[config.mk]
export PLATFORM = sky130hd
export DESIGN_NAME = jtbb_port
export DESIGN_NICKNAME = d
export VERILOG_FILES = /design/src/rtl/jtbb_pkg.sv /design/src/rtl/jtbb_decode.sv /design/src/rtl/jtbb_drive_regs.sv /design/src/rtl/jtbb_tdo_sync.sv /design/src/rtl/jtbb_pin_mux.sv /design/src/rtl/jtbb_port.sv
export SDC_FILE = /design/constraint.sdc
export NUM_CORES = 1
export LEC_CHECK = 0
export ABC_CLOCK_PERIOD_IN_PS = 900
export BUFFER_PORTS_ARGS = -buffer_cell sky130_fd_sc_hd__clkbuf_2
export CORE_MARGIN = 2
export CORE_UTILIZATION = 28
export DETAILED_ROUTE_END_ITERATION = 6
export PLACE_DENSITY = 0.82
export SYNTH_ARGS = -nofsm -noshare
export SYNTH_HDL_FRONTEND = slang
export SYNTH_SLANG_ARGS = --single-unit
[constraint.sdc]
create_clock -name clk -period 0.9 [get_ports clk]
set_input_delay 0.045 -clock clk [delete_from_list [all_inputs] [get_ports clk]]
set_output_delay 0.045 -clock clk [all_outputs]
set_load 0.005 [all_outputs]
[src/rtl/jtbb_pkg.sv]
package jtbb_pkg;

    localparam int ADDR_W = 20;
    localparam int DATA_W = 8;

    localparam int BIT_TDI = 3;
    localparam int BIT_TMS = 2;
    localparam int BIT_TCK = 1;
    localparam int BIT_TDO = 0;

    typedef struct packed {
        logic tdi;
        logic tms;
        logic tck;
    } drive_t;

    localparam drive_t DRIVE_RESET = '{tdi: 1'b0, tms: 1'b1, tck: 1'b0};

    typedef struct packed {
        logic wr_hit;
        logic rd_hit;
    } access_t;

    function automatic drive_t unpack_nibble(input logic [DATA_W-1:0] d);
        drive_t r;
        r.tdi = d[BIT_TDI];
        r.tms = d[BIT_TMS];
        r.tck = d[BIT_TCK];
        return r;
    endfunction

    function automatic logic [DATA_W-1:0] pack_read(input drive_t dv, input logic tdo,
                                                    input logic diag);
        logic [DATA_W-1:0] r;
        r = '0;
        if (diag) begin
            r[BIT_TDI] = dv.tdi;
            r[BIT_TMS] = dv.tms;
            r[BIT_TCK] = dv.tck;
        end
        r[BIT_TDO] = tdo;
        return r;
    endfunction

endpackage

[src/rtl/jtbb_decode.sv]
module jtbb_decode
    import jtbb_pkg::*;
#(
    parameter logic [ADDR_W-1:0] PORT_ADDR = 20'hF0000
) (
    input  logic [ADDR_W-1:0] addr,
    input  logic              addr_valid,
    input  logic              strobe,
    input  logic              wr,
    output access_t           acc
);
    logic sel;

    always_comb begin
        sel        = addr_valid && strobe && (addr == PORT_ADDR);
        acc.wr_hit = sel && wr;
        acc.rd_hit = sel && !wr;
    end

endmodule

[src/rtl/jtbb_drive_regs.sv]
module jtbb_drive_regs
    import jtbb_pkg::*;
(
    input  logic              clk,
    input  logic              rst,
    input  logic              load,
    input  logic [DATA_W-1:0] wdata,
    output drive_t            drive_q
);
    always_ff @(posedge clk) begin
        if (rst) begin
            drive_q <= DRIVE_RESET;
        end else if (load) begin
            drive_q <= unpack_nibble(wdata);
        end
    end

    a_r1_reset_value: assert property (@(posedge clk)
        $past(rst) |-> drive_q == DRIVE_RESET);

    a_r3_hold_without_load: assert property (@(posedge clk) disable iff (rst)
        !load |=> $stable(drive_q));

endmodule

[src/rtl/jtbb_tdo_sync.sv]
module jtbb_tdo_sync #(
    parameter int STAGES = 2
) (
    input  logic clk,
    input  logic rst,
    input  logic din,
    output logic dout
);
    logic [STAGES-1:0] chain_q;

    generate
        for (genvar s = 0; s < STAGES; s++) begin : g_stage
            if (s == 0) begin : g_first
                always_ff @(posedge clk) begin
                    if (rst) chain_q[0] <= 1'b0;
                    else     chain_q[0] <= din;
                end
            end else begin : g_next
                always_ff @(posedge clk) begin
                    if (rst) chain_q[s] <= 1'b0;
                    else     chain_q[s] <= chain_q[s-1];
                end
            end
        end
    endgenerate

    assign dout = chain_q[STAGES-1];

    a_r4_two_stage_delay: assert property (@(posedge clk) disable iff (rst)
        (STAGES == 2 && !$past(rst) && !$past(rst, 2)) |-> dout == $past(din, 2));

endmodule

[src/rtl/jtbb_pin_mux.sv]
module jtbb_pin_mux
    import jtbb_pkg::*;
(
    input  logic   sel_cable,
    input  drive_t from_regs,
    input  drive_t from_cable,
    output drive_t to_pins
);
    always_comb begin
        to_pins = sel_cable ? from_cable : from_regs;
    end

endmodule

[src/rtl/jtbb_port.sv]
module jtbb_port
    import jtbb_pkg::*;
#(
    parameter logic [ADDR_W-1:0] PORT_ADDR     = 20'hF0000,
    parameter bit                DIAG_READBACK = 1'b1,
    parameter int                SYNC_STAGES   = 2
) (
    input  logic              clk,
    input  logic              rst,
    input  logic [ADDR_W-1:0] bus_addr,
    input  logic              bus_addr_valid,
    input  logic              bus_strobe,
    input  logic              bus_wr,
    input  logic [DATA_W-1:0] bus_wdata,
    output logic [DATA_W-1:0] bus_rdata,
    output logic              bus_rdata_oe,
    input  logic              cable_sel,
    input  logic              cable_tdi,
    input  logic              cable_tms,
    input  logic              cable_tck,
    output logic              cable_tdo,
    output logic              chain_tdi,
    output logic              chain_tms,
    output logic              chain_tck,
    input  logic              chain_tdo
);
    access_t acc;
    drive_t  drive_q;
    drive_t  cable_drv;
    drive_t  pin_drv;
    logic    tdo_sync;

    jtbb_decode #(.PORT_ADDR(PORT_ADDR)) i_decode (
        .addr       (bus_addr),
        .addr_valid (bus_addr_valid),
        .strobe     (bus_strobe),
        .wr         (bus_wr),
        .acc        (acc)
    );

    jtbb_drive_regs i_regs (
        .clk     (clk),
        .rst     (rst),
        .load    (acc.wr_hit),
        .wdata   (bus_wdata),
        .drive_q (drive_q)
    );

    jtbb_tdo_sync #(.STAGES(SYNC_STAGES)) i_sync (
        .clk  (clk),
        .rst  (rst),
        .din  (chain_tdo),
        .dout (tdo_sync)
    );

    always_comb begin
        cable_drv.tdi = cable_tdi;
        cable_drv.tms = cable_tms;
        cable_drv.tck = cable_tck;
    end

    jtbb_pin_mux i_mux (
        .sel_cable  (cable_sel),
        .from_regs  (drive_q),
        .from_cable (cable_drv),
        .to_pins    (pin_drv)
    );

    assign chain_tdi = pin_drv.tdi;
    assign chain_tms = pin_drv.tms;
    assign chain_tck = pin_drv.tck;
    assign cable_tdo = chain_tdo;

    always_comb begin
        bus_rdata_oe = acc.rd_hit;
        bus_rdata    = acc.rd_hit ? pack_read(drive_q, tdo_sync, DIAG_READBACK) : '0;
    end

    a_r2_write_reaches_pins: assert property (@(posedge clk) disable iff (rst)
        (bus_strobe && bus_addr_valid && bus_wr && bus_addr == PORT_ADDR && !cable_sel)
        |=> (cable_sel || {chain_tdi, chain_tms, chain_tck} == $past(bus_wdata[3:1])));

    a_r6_quiet_bus: assert property (@(posedge clk) disable iff (rst)
        !(bus_strobe && bus_addr_valid && !bus_wr && bus_addr == PORT_ADDR)
        |-> (!bus_rdata_oe && bus_rdata == '0));

    a_r9_read_keeps_regs: assert property (@(posedge clk) disable iff (rst)
        (bus_strobe && !bus_wr && !cable_sel) |=> $stable({chain_tdi, chain_tms, chain_tck}));

endmodule

==> metrics <==
run status finished with violations; violated checks setup timing; startpoint-to-endpoint class of the critical path input pin to output pin; final-stage net count 128; delay of the slowest cell on the worst path 0.30 ns; highest layer used for signal routing met4; Combinational Power Share 0.227; Initial Utilization 0.310; worst skew pair latency 0.25 ns; WP buf/inv 2; maximum number of pins on one net before global-route repair 6; Total Wirelength 1120 um; achievable clock frequency 934 MHz; cells along the critical path clkbuf_2 > nor4_4 > nand4b_1 > nor2_4 > and2_4 > clkbuf_2; number of detailed-route iterations in the first pass 4; worst hold endpoint i_regs.drive_q[2]; vias in the first global route 432; Clock Sink Count 5; Die X 42.4 um; leakage dissipation 0.000363 uW; total length of routed met2 wires 662 um; residual DRC count 0; number of violations of the max-capacitance limit 0; setup clock skew after layout 0.00631 ns; total overflow reported by the global router 0; areal power density over the cells 891 mW/mm^2; worst path required time 0.85 ns; clock tree from TritonCTS yes; Ports 51; final setup slack of the worst path -0.170 ns; worst flop-to-flop path endpoint i_regs.drive_q[2]; antenna violations before repair 0; switching power total 157 uW; Max Buffers Root-to-Sink 2; minimum hold slack 0.0256 ns; Port Buf Inserts 41; average cell area after synthesis 9.83 sq um; design internal power 474 uW; wire length of the first global-routing pass 1610 um; distinct cell type count of the synthesized netlist 23; CP max stage cell sky130_fd_sc_hd__nor4_4; Worst VDD drop 623 uV; Wirelength per Cell 10.8 um; final critical-path share of the clock period 1.19; H-Tree Level Count 1; CP max FO 5; overall fraction of global-route tracks in use 0.115; Largest delay share family, worst path simple AND/OR/NAND/NOR gates; proportion of netlist area held by the largest area contributor 0.242; HP Start rst; gpl congestion 0.624; most common cell type on the critical path sky130_fd_sc_hd__clkbuf_2; # placed instances 96; min Tclk post-route 1.07 ns; nature of the critical path endpoint output pin; growth of design area from synthesis to finish 71.2%; utilization of the core after routing 0.530; post-route met1 wirelength 321 um; part of the total power dissipated in the clock network 0.413; Mapped Cells 42; switching power as a share of total power 0.249; Tightest Hold Check Type input pin to flip-flop; Initial DRC Count 4; vertical die dimension 42.4 um; Routed Antenna Nets 0; wire length on met3 128 um; cell taking the most area after synthesis sky130_fd_sc_hd__dfxtp_1; total inserted antenna cells 0; post-route total power 630 uW; number of cells on the worst reg-to-reg path 3; max-slew violation count 0; final hold violations 0; Num CTS Buffers 3; launching point of the worst reg2reg path i_regs.drive_q[2]; count of vias placed by the detailed router 505; CTS Root Cell sky130_fd_sc_hd__clkbuf_4; die area 0.00180 sq mm; post-placement setup slack -0.228 ns; setup repair after global routing missed its margin true; sequential share of power 0.360; most frequent cells in the layout sky130_fd_sc_hd__clkbuf_2 (39), sky130_fd_sc_hd__conb_1 (4); Rows 13; area of the placeable core 0.00133 sq mm; Ys Warns 0; data arrival time of the critical path 1.03 ns; register bit total from synthesis 5; count of hold-fix buffers inserted at cts 0; commonest non-fill, non-tap cell in the layout sky130_fd_sc_hd__clkbuf_2; ratio of routed vias to standard cells 4.86; clock-pin transition on the worst setup and hold timing paths 0.05 ns; count of placed standard cells in the final layout, fillers left out 104; cells taking the most area after synthesis sky130_fd_sc_hd__dfxtp_1 (24%), sky130_fd_sc_hd__nor4_4 (10%), sky130_fd_sc_hd__buf_4 (9.1%), sky130_fd_sc_hd__mux2_2 (8.2%), sky130_fd_sc_hd__and2_1 (6.1%); sequential-to-total area share from yosys stat 0.242; Syn Std Cell Area 413 sq um; share of layout cells above drive strength 1 0.719; Cells on Worst Hold Path 2; register-to-register path setup slack 0.21 ns; Startpoint Class input pin; Final Setup Violations 11
through the flow:
step,TNS (ns),cell area [sq um]
final,-1.27,707
after global routing,-1.92,707
after CTS,-1.03,649
after detailed placement,-1.50,611
after global placement,-1.21,611
after floorplan,0,424
state kept, by name, indices dropped and copies added (netlist names):
register	cells
i_regs.drive_q	3
i_sync.chain_q	1
i_sync.dout	1
worst max-delay path by stage:
stage,start,end,slack [ns],cells past startpoint
2_1_floorplan,bus_addr[8],i_regs.drive_q[1],0.003,4
3_3_place_gp,bus_addr[8],bus_rdata[0],-0.19,6
3_5_place_dp,bus_addr[8],bus_rdata[0],-0.23,6
4_1_cts,bus_addr[8],bus_rdata[0],-0.18,6
5_1_grt,bus_addr[13],bus_rdata[0],-0.24,6
6_report,bus_addr[5],bus_rdata[3],-0.17,6
final cells by class:
| cell class | instances | area (sq um) |
|---|---|---|
| Clock inverter | 1 | 5.00 |
| Tap cell | 15 | 18.8 |
| Fill cell | 136 | 627 |
| Timing Repair Buffer | 45 | 251 |
| Multi-Input combinational cell | 35 | 305 |
| Clock buffer | 3 | 22.5 |
| Sequential cell | 5 | 104 |
logic make-up after synthesis:
kind of cell,count (synthesis),synth area share
AOI/OAI and AO/OA,6,0.0788
buffers and inverters,5,0.0909
DFF,5,0.242
muxes,3,0.0818
other,1,0.00908
and+or+nand+nor,22,0.497
synthesized netlist by cell type:
cell type,number
sky130_fd_sc_hd__a21oi_1,3
sky130_fd_sc_hd__and2_1,4
sky130_fd_sc_hd__and2b_1,1
sky130_fd_sc_hd__and4_1,1
sky130_fd_sc_hd__and4_4,1
sky130_fd_sc_hd__and4b_1,1
sky130_fd_sc_hd__buf_4,5
sky130_fd_sc_hd__conb_1,1
sky130_fd_sc_hd__dfxtp_1,5
sky130_fd_sc_hd__mux2_2,3
sky130_fd_sc_hd__nand3_1,2
sky130_fd_sc_hd__nand4_1,1
sky130_fd_sc_hd__nand4_2,1
sky130_fd_sc_hd__nand4b_1,1
sky130_fd_sc_hd__nor2_1,1
sky130_fd_sc_hd__nor2_4,1
sky130_fd_sc_hd__nor2b_1,3
sky130_fd_sc_hd__nor3_1,1
sky130_fd_sc_hd__nor4_4,2
sky130_fd_sc_hd__nor4b_4,1
sky130_fd_sc_hd__o21ai_0,1
sky130_fd_sc_hd__o21ai_1,1
sky130_fd_sc_hd__o21bai_1,1
per-layer routing:
| layer | GRT usage | vias up |
|---|---|---|
| li1 | - | 241 |
| met1 | 0.116 | 220 |
| met2 | 0.215 | 42 |
| met3 | 0.0302 | 2 |
| met4 | 0.0563 | 0 |
| met5 | 0 | - |
power by group through the flow:
| stage | Combinational [uW] | Sequential, uW | Clock [uW] |
|---|---|---|---|
| finish | 143 | 227 | 261 |
| global route | 156 | 226 | 295 |
| CTS | 134 | 226 | 264 |
| detailed placement | 133 | 231 | 0 |
| global placement | 129 | 231 | 0 |
| floorplan | 53.8 | 231 | 0 |
what timing repair did:
item,in CTS,in global routing
pin swaps,3,4
resized for setup,4,9
setup endpoints to repair,8,11
buffers inserted,1,4
(Power assumes the default switching activity.)
